$ cat src/rtl/tw_pkg.sv
package tw_pkg;
    localparam int ADDR_W = 7;
    localparam int DATA_W = 8;
    localparam int CNT_W  = $clog2(DATA_W) + 1;

    typedef enum logic [1:0] {
        PH_IDLE,
        PH_CMD,
        PH_WR,
        PH_RD
    } phase_e;

    typedef struct packed {
        phase_e              phase;
        logic [CNT_W-1:0]    bcnt;
        logic [DATA_W-1:0]   rx;
        logic [DATA_W-1:0]   tx;
        logic [ADDR_W-1:0]   addr;
        logic                adv;
        logic                drive;
        logic                wr_en;
        logic                rd_en;
        logic [DATA_W-1:0]   wdata;
        logic                sclk_prev;
        logic                cs_prev;
    } eng_s;
endpackage

$ cat src/rtl/tw_sync.sv
module tw_sync #(
    parameter int WIDTH  = 3,
    parameter int STAGES = 2
) (
    input  logic             clk,
    input  logic             rst_n,
    input  logic [WIDTH-1:0] din,
    output logic [WIDTH-1:0] dout
);
    logic [WIDTH-1:0] stage_q [STAGES];

    for (genvar s = 0; s < STAGES; s++) begin : g_stage
        if (s == 0) begin : g_first
            always_ff @(posedge clk or negedge rst_n) begin
                if (!rst_n) stage_q[s] <= '0;
                else        stage_q[s] <= din;
            end
        end else begin : g_next
            always_ff @(posedge clk or negedge rst_n) begin
                if (!rst_n) stage_q[s] <= '0;
                else        stage_q[s] <= stage_q[s-1];
            end
        end
    end

    assign dout = stage_q[STAGES-1];
endmodule

$ cat src/rtl/tw_engine.sv
module tw_engine
    import tw_pkg::*;
#(
    parameter int LAST_ADDR = 14,
    parameter int ADC_ADDR  = 14
) (
    input  logic              clk,
    input  logic              rst_n,
    input  logic              cs_s,
    input  logic              sclk_s,
    input  logic              sdi_s,
    input  logic              wp,
    input  logic [DATA_W-1:0] reg_rdata,
    output logic [ADDR_W-1:0] reg_addr,
    output logic              reg_wr_en,
    output logic [DATA_W-1:0] reg_wdata,
    output logic              reg_rd_en,
    output logic              sdo,
    output logic              drive,
    output logic              adc_hold
);
    localparam logic [ADDR_W-1:0] LAST_A = ADDR_W'(LAST_ADDR);
    localparam logic [ADDR_W-1:0] ADC_A  = ADDR_W'(ADC_ADDR);
    localparam logic [CNT_W-1:0]  BYTE_END = CNT_W'(DATA_W - 1);

    eng_s q, d;

    logic              rise, fall, reserved;
    logic [DATA_W-1:0] shifted;

    always_comb begin
        d         = q;
        d.wr_en   = 1'b0;
        d.rd_en   = 1'b0;
        d.sclk_prev = sclk_s;
        d.cs_prev   = cs_s;

        rise     = sclk_s & ~q.sclk_prev;
        fall     = ~sclk_s & q.sclk_prev;
        reserved = (q.addr > LAST_A);
        shifted  = {sdi_s, q.rx[DATA_W-1:1]};

        // deferred address step keeps reg_addr steady during the strobe
        if (q.adv) begin
            d.adv  = 1'b0;
            d.addr = (q.addr == LAST_A) ? '0 : q.addr + 1'b1;
        end

        if (!cs_s) begin
            d.phase = PH_IDLE;
            d.bcnt  = '0;
            d.drive = 1'b0;
        end else if (!q.cs_prev) begin
            d.phase = PH_CMD;
            d.bcnt  = '0;
            d.drive = 1'b0;
        end else begin
            if (rise && q.phase != PH_IDLE) begin
                d.rx = shifted;
                if (q.bcnt == BYTE_END) begin
                    d.bcnt = '0;
                    unique case (q.phase)
                        PH_CMD: begin
                            d.addr  = shifted[ADDR_W-1:0];
                            d.phase = shifted[DATA_W-1] ? PH_WR : PH_RD;
                        end
                        PH_WR: begin
                            d.wr_en = ~wp & ~reserved;
                            d.wdata = shifted;
                            d.adv   = 1'b1;
                        end
                        PH_RD: begin
                            d.adv = 1'b1;
                        end
                        default: ;
                    endcase
                end else begin
                    d.bcnt = q.bcnt + 1'b1;
                end
            end
            if (fall && q.phase == PH_RD) begin
                if (q.bcnt == '0) begin
                    d.tx    = reserved ? '0 : reg_rdata;
                    d.rd_en = ~reserved;
                    d.drive = 1'b1;
                end else begin
                    d.tx = q.tx >> 1;
                end
            end
        end
    end

    always_ff @(posedge clk or negedge rst_n) begin
        if (!rst_n) begin
            q       <= '0;
            q.phase <= PH_IDLE;
        end else begin
            q <= d;
        end
    end

    assign reg_addr  = q.addr;
    assign reg_wr_en = q.wr_en;
    assign reg_wdata = q.wdata;
    assign reg_rd_en = q.rd_en;
    assign sdo       = q.tx[0];
    assign drive     = q.drive;
    assign adc_hold  = (q.phase == PH_RD) && (q.addr == ADC_A);
endmodule

$ cat src/rtl/tw_serial_regif.sv
module tw_serial_regif
    import tw_pkg::*;
#(
    parameter int LAST_ADDR   = 14,
    parameter int ADC_ADDR    = 14,
    parameter int SYNC_STAGES = 2
) (
    input  logic              clk,
    input  logic              rst_n,
    input  logic              cs,
    input  logic              sclk,
    input  logic              sdio_in,
    output logic              sdio_out,
    output logic              sdio_oe,
    input  logic              wp,
    output logic [ADDR_W-1:0] reg_addr,
    output logic              reg_wr_en,
    output logic [DATA_W-1:0] reg_wdata,
    output logic              reg_rd_en,
    input  logic [DATA_W-1:0] reg_rdata,
    output logic              adc_hold
);
    localparam int NSIG = 3;

    logic [NSIG-1:0] raw, synced;
    logic            drive;

    assign raw = {cs, sclk, sdio_in};

    tw_sync #(.WIDTH(NSIG), .STAGES(SYNC_STAGES)) sync_i (
        .clk   (clk),
        .rst_n (rst_n),
        .din   (raw),
        .dout  (synced)
    );

    tw_engine #(.LAST_ADDR(LAST_ADDR), .ADC_ADDR(ADC_ADDR)) eng_i (
        .clk       (clk),
        .rst_n     (rst_n),
        .cs_s      (synced[2]),
        .sclk_s    (synced[1]),
        .sdi_s     (synced[0]),
        .wp        (wp),
        .reg_rdata (reg_rdata),
        .reg_addr  (reg_addr),
        .reg_wr_en (reg_wr_en),
        .reg_wdata (reg_wdata),
        .reg_rd_en (reg_rd_en),
        .sdo       (sdio_out),
        .drive     (drive),
        .adc_hold  (adc_hold)
    );

    // release the line as soon as select is low, ahead of the synchroniser
    assign sdio_oe = drive & cs;
endmodule

$ cat config.mk
export PLATFORM = sky130hd
export DESIGN_NAME = tw_serial_regif
export DESIGN_NICKNAME = d
export VERILOG_FILES = /design/src/rtl/tw_pkg.sv /design/src/rtl/tw_sync.sv /design/src/rtl/tw_engine.sv /design/src/rtl/tw_serial_regif.sv
export SDC_FILE = /design/constraint.sdc
export NUM_CORES = 1
export LEC_CHECK = 0
export ABC_AREA = 1
export BUFFER_PORTS_ARGS = -buffer_cell sky130_fd_sc_hd__buf_2
export CORE_MARGIN = 2
export CORE_UTILIZATION = 50
export DETAILED_ROUTE_END_ITERATION = 6
export PLACE_DENSITY = 0.78
export SYNTH_ARGS = -nofsm -noshare
export SYNTH_HDL_FRONTEND = slang
export SYNTH_HIERARCHICAL = 1
export SYNTH_SLANG_ARGS = --single-unit
$ cat constraint.sdc
create_clock -name clk -period 1.45 [get_ports clk]
set_input_delay 0.145 -clock clk [delete_from_list [all_inputs] [get_ports clk]]
set_output_delay 0.145 -clock clk [all_outputs]
set_load 0.01 [all_outputs]
==> impl_metrics.py, run 1 <==
metrics = {
    "routing": {
        "ant_nets": 0,
        "totalWireLength_mm": 4.56,
        "drc": 0,
        "viasPerCell": 4.93,
        "dr.pass1.iters": 4,
        "num_vias": 1806,
        "routedWlPerCell_um": 12.5,
        "drt_iter0_drc": 65,
    },
    "critical_path": {
        "required_ns": 1.69,
        "path_cells": "ha_2 -> nand3_2 -> nor2_2 -> nand3_4 -> buf_4 -> nor2_2",
        "crit_fanout": 9,
        "cp_data_arrival_time_ns": 1.69,
        "crit_type": "reg -> reg",
        "critPathLaunchType": "register",
        "critPathBufInv": 1,
        "cpMostUsedCell": "nor2_2",
        "cp_top_family": "simple AND/OR/NAND/NOR gates",
        "regToRegSetupSlack_ns": -0.002,
        "endpoint_kind": "register",
        "r2r-end": "eng_i/reg_wr_en$_DFF_PN0_",
        "cpPeakStageDelay_ns": 0.41,
        "r2r_cells": 6,
        "r2r_start": "eng_i/q[38]$_DFFE_PN0P_",
        "slowest_stage": "dfrtp_1",
    },
    "sta": {
        "drv_slew": 0,
        "fmax_mhz": 689,
        "max_slew_margin_pct": 81.0,
        "final.setup.tns_ns": -0.00182,
        "setup_viol": 1,
        "period_needed_ns": 1.45,
        "timing.final.hold_violations": 0,
        "post-route-period-util_pct": 100,
        "rsz0062_at_grt": "yes",
        "worst_pin_slew_ns": 0.286,
        "clock_skew_ns": 0.00876,
        "setup_slack_ns": -0.00182,
        "hold-worst-slack_ns": 0.0339,
    },
    "finish": {
        "diodes": 0,
        "nFillCells": 402,
        "area_growth_pct": 18.5,
        "drive_above_1_share_pct": 31.1,
        "nets": 329,
    },
    "status": {
        "outcome": "finished with violations",
        "violations": "negative setup slack",
    },
    "yosys": {
        "synth_top_area_share_pct": 50.4,
        "syn_area_um2": 2380,
        "synth_common_cells": "77 x nand2_1, 48 x dfrtp_1, 32 x inv_1, 18 x buf_4, 17 x nor2_1",
        "synthArstFlopShare_pct": 100,
        "netlist-cell-type-count": 28,
        "ys_warn_count": 6,
        "yosysSeqAreaShare_pct": 50.4,
        "yosysMostFrequentCell": "nand2_1",
        "avgSynthCellArea_um2": 8.67,
        "syn-num-nets": 293,
        "synth_area_leaders": "dfrtp_1 50%, nand2_1 12%, buf_4 5.7%",
        "synth_cells": 275,
        "synth_top_cell_by_area": "dfrtp_1",
        "ys_seq_elements": 48,
        "synth-main-ff-cell": "dfrtp_1",
        "synth_edf_count": 0,
    },
    "pwr": {
        "internal-power_mw": 2.01,
        "seqPwrFrac_pct": 54.6,
        "p_sw_share_pct": 20.3,
        "cellPowerDensity_nw_per_um2": 894,
        "p_leak_nw": 1.41,
        "p_total_mw": 2.53,
        "p_sw_uw": 514,
        "p_clk_share_pct": 40.5,
        "p_comb_share_pct": 4.8,
        "ir_drop_mv": 0.672,
    },
    "worst_hold_path": {
        "hold_class": "in -> reg",
        "hold_end": "eng_i/q[26]$_DFFE_PN0P_",
        "worstHoldStart": "reg_rdata[5]",
        "holdPathStages": 3,
    },
    "clock_tree": {
        "max-clock-path-buffers": 2,
        "htree_levels": 2,
        "path_clk_slew_ns": 0.09,
        "clock_sinks": 48,
        "cts_tree": "yes",
        "clk_latency_ns": 0.29,
        "clk_root_buffer_cell": "clkbuf_8",
        "cts_buffers": 5,
    },
    "floorplan": {
        "row_count": 25,
        "die-area_um2": 5340,
        "core_area_um2": 4660,
        "initial_core_util_pct": 51.2,
        "die_x_um": 73.1,
        "fp.dieH_um": 73.1,
        "pin_count": 34,
    },
    "global_route": {
        "track_usage_pct": 16.7,
        "grt_pass1_wl_mm": 6.91,
        "grt_pass1_vias": 1657,
        "overflow": 0,
        "antenna_found_initial": 0,
        "grt_max_degree": 49,
    },
    "placement": {
        "dp_slack_ns": 0.0166,
        "gp_congestion": 0.877,
        "dpl.hpwl_mm": 3.00,
        "io_buffer_count": 33,
    },
    "run": {
        "maxCapViolations": 0,
    },
}
-- per-layer routing --
| metal | global-route usage (%) | up-vias | part of all wire (%) |
|---|---|---|---|
| li1 | - | 913 | - |
| met1 | 21.4 | 862 | 45 |
| met2 | 27.5 | 27 | 51 |
| met3 | 3.04 | 4 | 3.1 |
| met4 | 7.41 | 0 | 0.97 |
| met5 | 0 | - | 0 |
-- kinds of logic (layout without fill, tap and decap cells) --
family / Yosys count / in the layout / share of synthesized area [%]
flops: 48 / 48 / 50.4
xor+xnor: 4 / 4 / 1.47
simple gates: 128 / 129 / 25.3
fa+ha+maj: 4 / 4 / 2.10
compound gates: 32 / 32 / 8.18
buf+inv: 59 / 95 / 12.5
-- state kept, by name, summed over array words and instances (netlist names) --
name	count
eng_i/drive	1
eng_i/q	23
eng_i/reg_addr	7
eng_i/reg_rd_en	1
eng_i/reg_wdata	8
eng_i/reg_wr_en	1
eng_i/sdo	1
sync_i/dout	3
sync_i/stage_q	3
-- final cells by class --
| class | instances | area [um^2] | share of cell area (%) |
|---|---|---|---|
| Tap cell | 54 | 67.6 | 2.39 |
| Timing Repair Buffer | 49 | 312 | 11.0 |
| Clock buffer | 7 | 96.3 | 3.41 |
| Inverter | 38 | 145 | 5.14 |
| Clock inverter | 1 | 30.0 | 1.06 |
| Sequential cell | 48 | 1200 | 42.5 |
| Multi-Input combinational cell | 169 | 975 | 34.5 |
-- cells in the final DEF, fill, tap and decap left out, drive strengths merged, types with 2 or more instances in the layout --
cell / instances
ha: 4
a21oi: 9
o21ai: 20
xor2: 3
nor3: 2
nand4: 3
nand3: 20
o22ai: 2
dfrtp: 48
buf: 45
inv: 38
dlygate4sd3: 4
nand2: 81
clkbuf: 7
nor2: 21
-- power groups by stage --
| stage | combinational, mW | sequential, mW | clock, mW |
|---|---|---|---|
| floorplan | 0.0553 | 1.40 | 0 |
| global placement | 0.108 | 1.40 | 0 |
| detailed placement | 0.110 | 1.41 | 0 |
| CTS | 0.119 | 1.38 | 1.05 |
| global route | 0.137 | 1.38 | 1.09 |
| finish | 0.121 | 1.38 | 1.02 |
-- timing repair --
| action | in CTS | in global routing |
|---|---|---|
| setup endpoints to repair | 6 | 25 |
| cloned | 0 | 1 |
| hold endpoints to repair | 51 | 0 |
| buffers inserted | 0 | 5 |
| pin swaps | 1 | 14 |
| hold buffers | 4 | 0 |
| resized for setup | 5 | 17 |
-- worst max path at each step --
stage	startpoint	slack [ns]	end	depth (start not counted)
after floorplan	eng_i/q[37]$_DFFE_PN0P_	0.09	eng_i/reg_wdata[6]$_DFFE_PN0P_	7
final	eng_i/q[38]$_DFFE_PN0P_	-0.002	eng_i/reg_wr_en$_DFF_PN0_	6
after CTS	eng_i/reg_addr[1]$_DFF_PN0_	-0.002	adc_hold	4
after global routing	eng_i/q[38]$_DFFE_PN0P_	-0.09	eng_i/reg_addr[4]$_DFF_PN0_	7
after global placement	eng_i/q[38]$_DFFE_PN0P_	0.05	eng_i/reg_addr[3]$_DFF_PN0_	8
after detailed placement	eng_i/q[38]$_DFFE_PN0P_	0.02	eng_i/reg_addr[0]$_DFF_PN0_	8
-- worst min-delay path: stages --
cell and delay, ns:
buf_2 0.07, nand2_1 0.04, nand2_1 0.04
-- per-stage QoR --
step	instances	util, %	instance area, um^2
6_report	366	60.6	2830
5_1_grt	366	60.6	2830
4_1_cts	360	58.2	2710
3_5_place_dp	348	54.2	2530
3_3_place_gp	348	54.2	2530
2_1_floorplan	275	-	2380
Power figures use the tool's default switching activity.
==> run 2: changes to the inputs <==
PLACE_DENSITY = 0.75   (was 0.78)
clock period = 1.49 ns   (was 1.45 ns; I/O delays follow)
==> run 2 against run 1 <==
The flow now finishes without violations. First-iteration DRC count grew 34%. Combinational power is 6% lower. Worst hold slack better by 0.0030 ns. Sequential power down 3%. Worst setup slack improved by 0.028 ns. Power down 6.1%. Via count fell by 1.6%. Clock skew fell by 0.00070 ns. Utilization shrank 0.99 points. Critical path type is now reg -> out. Sequential share of layout area grew 0.75 points. Highest routed layer unchanged. Global-route usage about the same.
==> impl_metrics.py, run 2 (synthesized netlist as in run 1, its figures left out) <==
metrics = {
    "finish": {
        "area_growth_pct": 16.6,
        "multi_input_area_um2": 972,
        "max_flop_register": "eng_i/q",
        "final_common_cell": "nand2_1",
        "diodes": 0,
        "nFillCells": 406,
        "post-route-util_pct": 59.7,
        "drive_above_1_share_pct": 29.4,
        "largest_register_ffs": 23,
        "seq_area_um2": 1200,
        "final_cell_mix": "74 x nand2_1, 47 x dfrtp_1, 33 x buf_2",
        "nets": 327,
    },
    "run": {
        "maxCapViolations": 0,
    },
    "placement": {
        "dpl.hpwl_mm": 3.06,
        "gp_congestion": 0.829,
        "io_buffer_count": 33,
    },
    "critical_path": {
        "critPathLaunchType": "register",
        "required_ns": 1.34,
        "cp_data_arrival_time_ns": 1.31,
        "crit_type": "reg -> out",
        "regToRegSetupSlack_ns": 0.04,
        "endpoint_kind": "output pin",
        "crit_fanout": 3,
    },
    "routing": {
        "totalWireLength_mm": 4.22,
        "ant_nets": 0,
        "routedWlPerCell_um": 11.6,
        "dr.pass1.iters": 4,
        "drc": 0,
        "viasPerCell": 4.88,
        "num_vias": 1778,
        "drt_iter0_drc": 87,
    },
    "worst_hold_path": {
        "hold_class": "in -> reg",
    },
    "global_route": {
        "grt_max_degree": 23,
        "track_usage_pct": 16.7,
        "antenna_found_initial": 0,
        "overflow": 0,
        "grt_pass1_wl_mm": 6.80,
        "grt_pass1_vias": 1556,
    },
    "status": {
        "outcome": "completed",
    },
    "clock_tree": {
        "clk_latency_ns": 0.30,
        "htree_levels": 2,
        "path_clk_slew_ns": 0.09,
        "clock_sinks": 48,
        "max-clock-path-buffers": 2,
        "clk_root_buffer_cell": "clkbuf_8",
        "cts_tree": "yes",
        "cts_buffers": 5,
    },
    "floorplan": {
        "die-area_um2": 5340,
        "initial_core_util_pct": 51.2,
        "die_x_um": 73.1,
        "fp.dieH_um": 73.1,
        "core_area_um2": 4660,
        "pin_count": 34,
        "row_count": 25,
    },
    "sta": {
        "drv_slew": 0,
        "max_slew_margin_pct": 67.8,
        "timing.final.hold_violations": 0,
        "clock_skew_ns": 0.00806,
        "worst_pin_slew_ns": 0.482,
        "final.setup.tns_ns": 0,
        "fmax_mhz": 683,
        "rsz0062_at_grt": "yes",
        "post-route-period-util_pct": 98.2,
        "period_needed_ns": 1.46,
        "setup_viol": 0,
    },
    "pwr": {
        "ir_drop_mv": 0.614,
        "p_leak_nw": 1.41,
        "cellPowerDensity_nw_per_um2": 853,
    },
}
[run 2: cell types whose count changed in the layout (fill, tap and decap cells not counted), moves of 2 or more]
cell and delta:
inv_1 +2, ha_1 +2, clkbuf_8 -2, nand3_2 -2, nand3_1 +2, ha_2 -2
[run 2: area by class of cell]
cell class	instances	area share (%)
Sequential cell	48	43.2
Multi-Input combinational cell	169	35.0
Timing Repair Buffer	47	10.2
Inverter	38	5.13
Clock buffer	5	2.48
Tap cell	54	2.43
Clock inverter	3	1.53
[run 2: final timing paths]
check,depth (start not counted),end,startpoint
worst min-delay path,3,eng_i/q[26]$_DFFE_PN0P_,reg_rdata[5]
max in group asynchronous,3,eng_i/reg_addr[1]$_DFF_PN0_,rst_n
worst max register to register,9,eng_i/q[27]$_DFFE_PN0P_,eng_i/reg_addr[1]$_DFF_PN0_
min in group asynchronous,2,eng_i/reg_wdata[3]$_DFFE_PN0P_,rst_n
worst min register to register,0,sync_i/dout[0]$_DFF_PN0_,sync_i/stage_q[3]$_DFF_PN0_
worst max-delay path,5,adc_hold,eng_i/reg_addr[0]$_DFF_PN0_
[run 2: metrics by stage]
| step | setup slack [ns] | hold slack [ns] | cell area, um^2 | power, mW | instances |
|---|---|---|---|---|---|
| final | 0.0263 | 0.0369 | 2780 | 2.37 | 364 |
| after global routing | -0.0537 | 0.0299 | 2780 | 2.46 | 364 |
| after CTS | 0.00885 | 0.0357 | 2690 | 2.40 | 360 |
| after detailed placement | -0.0387 | 0.142 | 2510 | 1.47 | 347 |
| after global placement | 0.0515 | 0.136 | 2510 | 1.47 | 347 |
| after floorplan | 0.130 | -0.147 | 2380 | 1.41 | 275 |
[run 2: where the power goes]
group          internal (mW)  switching, mW
Sequential              1.33         0.0163
Combinational         0.0380         0.0759
Clock                  0.496          0.420
[run 2: worst max-delay path: stages (launching register included)]
cell and delay, ns:
dfrtp_1 0.40, inv_2 0.08, ha_4 0.14, nand3_4 0.08, nor3_2 0.17, buf_2 0.14
[run 2: routing by layer]
layer,share of wire (%),global-route usage [%]
met4,1.8,6.79
met5,0,0
met1,46,21.5
met2,49,26.8
met3,3.1,4.56
[run 2: timing repair]
action / 4_1_cts / 5_1_grt
endpoints found under the hold margin: 23 / 0
pin swaps: 2 / 13
resized for setup: 5 / 14
hold buffers: 4 / 0
setup endpoints to repair: 8 / 24
setup buffers: 0 / 4
cloned: 1 / 0
==> run 3: changes to the inputs <==
RECOVER_POWER = 100   (was not set)
==> run 3 against run 2 <==
Non-clock buffer count stayed put. Worst setup slack worse by 0.00064 ns. Sequential share of layout area is 0.39 points higher. Count of clock-buffer cells in the layout stayed put. Via count is 0.84% higher. Combinational power hardly changed. Routed wire length is 0.76% higher. Power hardly changed. Maximum frequency hardly changed. Critical path depth stayed put. Critical endpoint unchanged.
==> impl_metrics.py, run 3 (synthesized netlist as in run 1, its figures left out) <==
metrics = {
    "status": {
        "outcome": "completed",
    },
    "sta": {
        "clock_skew_ns": 0.00825,
        "fmax_mhz": 683,
        "post-route-period-util_pct": 98.3,
        "worst_pin_slew_ns": 0.540,
        "setup_slack_ns": 0.0256,
        "setup_viol": 0,
        "max_slew_margin_pct": 64.0,
        "drv_slew": 0,
        "rsz0062_at_grt": "yes",
        "final.setup.tns_ns": 0,
        "timing.final.hold_violations": 0,
        "period_needed_ns": 1.46,
    },
    "critical_path": {
        "crit_fanout": 3,
        "critPathLaunchType": "register",
        "cpPeakStageDelay_ns": 0.40,
        "cp_data_arrival_time_ns": 1.32,
        "endpoint_kind": "output pin",
        "cp_top_family": "flip-flops",
        "slowest_stage": "dfrtp_1",
        "required_ns": 1.34,
        "critPathBufInv": 2,
        "r2r-end": "eng_i/q[27]$_DFFE_PN0P_",
        "r2r_start": "eng_i/reg_addr[1]$_DFF_PN0_",
        "regToRegSetupSlack_ns": 0.04,
        "crit_type": "reg -> out",
        "path_cells": "inv_2 -> ha_4 -> nand3_4 -> nor3_2 -> buf_2",
        "r2r_cells": 9,
    },
    "placement": {
        "dp_cells": 347,
        "io_buffer_count": 33,
        "gp_congestion": 0.829,
        "dpl.hpwl_mm": 3.06,
        "dp_slack_ns": -0.0387,
        "place_area_um2": 2510,
    },
    "floorplan": {
        "die_x_um": 73.1,
        "pin_count": 34,
        "row_count": 25,
        "initial_core_util_pct": 51.2,
        "core_area_um2": 4660,
        "die-area_um2": 5340,
        "fp.dieH_um": 73.1,
    },
    "pwr": {
        "cellPowerDensity_nw_per_um2": 861,
        "ir_drop_mv": 0.615,
        "p_leak_nw": 1.34,
    },
    "routing": {
        "drt_iter0_drc": 85,
        "drc": 0,
        "num_vias": 1793,
        "ant_nets": 0,
        "viasPerCell": 4.93,
        "routedWlPerCell_um": 11.7,
        "totalWireLength_mm": 4.25,
        "dr.pass1.iters": 4,
    },
    "finish": {
        "area_growth_pct": 15.5,
        "final_cell_mix": "74 x nand2_1, 47 x dfrtp_1, 31 x inv_1",
        "final_common_cell": "nand2_1",
        "diodes": 0,
        "largest_register_ffs": 23,
        "design_area_um2": 2760,
        "drive_above_1_share_pct": 24.2,
        "nets": 327,
        "max_flop_register": "eng_i/q",
        "post-route-util_pct": 59.1,
        "stdcell_count": 364,
    },
    "clock_tree": {
        "path_clk_slew_ns": 0.09,
        "max-clock-path-buffers": 2,
        "cts_buffers": 5,
        "htree_levels": 2,
        "clk_root_buffer_cell": "clkbuf_8",
        "cts_tree": "yes",
        "clock_sinks": 48,
        "clk_latency_ns": 0.30,
    },
    "worst_hold_path": {
        "hold_class": "in -> reg",
        "hold_end": "eng_i/q[26]$_DFFE_PN0P_",
        "holdPathStages": 3,
        "worstHoldStart": "reg_rdata[5]",
    },
    "run": {
        "maxCapViolations": 0,
    },
    "global_route": {
        "grt_max_degree": 23,
        "met1_usage_pct": 21.5,
        "track_usage_pct": 16.7,
        "grt_pass1_vias": 1556,
        "overflow": 0,
        "use_met3_pct": 4.56,
        "grt_pass1_wl_mm": 6.80,
        "antenna_found_initial": 0,
        "grt-busiest-layer": "met2",
        "grtUsageMet2_pct": 26.8,
    },
}
==> run 3: cell types whose count changed in the layout (fill, tap and decap cells not counted) <==
| cell | delta |
|---|---|
| clkbuf_2 | +4 |
| buf_2 | -18 |
| buf_4 | -2 |
| clkbuf_1 | +16 |
==> run 3: what timing repair did <==
action,4_1_cts,5_1_grt
hold endpoints to repair,23,0
hold buffers,4,0
buffers inserted,0,4
setup endpoints to repair,8,24
gates cloned,1,0
pin swaps,2,13
resized for setup,5,14
==> run 3: worst max-delay path by stage <==
| stage | startpoint | slack, ns | cells past startpoint | endpoint |
|---|---|---|---|---|
| after floorplan | eng_i/q[37]$_DFFE_PN0P_ | 0.13 | 7 | eng_i/reg_wdata[6]$_DFFE_PN0P_ |
| after CTS | eng_i/reg_addr[0]$_DFF_PN0_ | 0.009 | 10 | eng_i/q[28]$_DFFE_PN0P_ |
| after global placement | eng_i/q[37]$_DFFE_PN0P_ | 0.05 | 6 | eng_i/reg_wdata[7]$_DFFE_PN0P_ |
| after detailed placement | eng_i/q[37]$_DFFE_PN0P_ | -0.04 | 6 | eng_i/reg_wdata[3]$_DFFE_PN0P_ |
| after global routing | eng_i/reg_addr[0]$_DFF_PN0_ | -0.05 | 5 | adc_hold |
| final | eng_i/reg_addr[0]$_DFF_PN0_ | 0.03 | 5 | adc_hold |
==> run 3: power by group <==
group | internal (mW) | total [mW] | leakage (nW) | switching [mW]
logic | 0.0363 | 0.112 | 0.677 | 0.0761
clock network | 0.496 | 0.919 | 0.0541 | 0.422
registers | 1.33 | 1.34 | 0.606 | 0.0165
total | 1.86 | 2.37 | 1.34 | 0.515
==> run 3: worst min-delay path: cells and delay by family <==
family	cells	cell delay (ns)
buffers and inverters	1	0.07
AND/OR/NAND/NOR	2	0.08
==> run 3: metrics by stage <==
stage / hold slack [ns] / total power [mW]
5_1_grt: 0.0299 / 2.46
6_report: 0.0359 / 2.37
2_1_floorplan: -0.147 / 1.41
3_3_place_gp: 0.136 / 1.47
3_5_place_dp: 0.142 / 1.47
4_1_cts: 0.0357 / 2.40
==> run 3: area by class of cell <==
type                            instances  area [um^2]
Clock inverter                          3         42.5
Timing Repair Buffer                   47          259
Inverter                               38          143
Sequential cell                        48         1200
Fill cell                             409         1910
Clock buffer                            5         68.8
Tap cell                               54         67.6
Multi-Input combinational cell        169          972
==> run 3: per-layer routing <==
layer | wire (um) | up-vias
met5 | 0 | -
met4 | 61 | 0
met3 | 175 | 6
met2 | 2100 | 35
met1 | 1910 | 840
li1 | - | 912
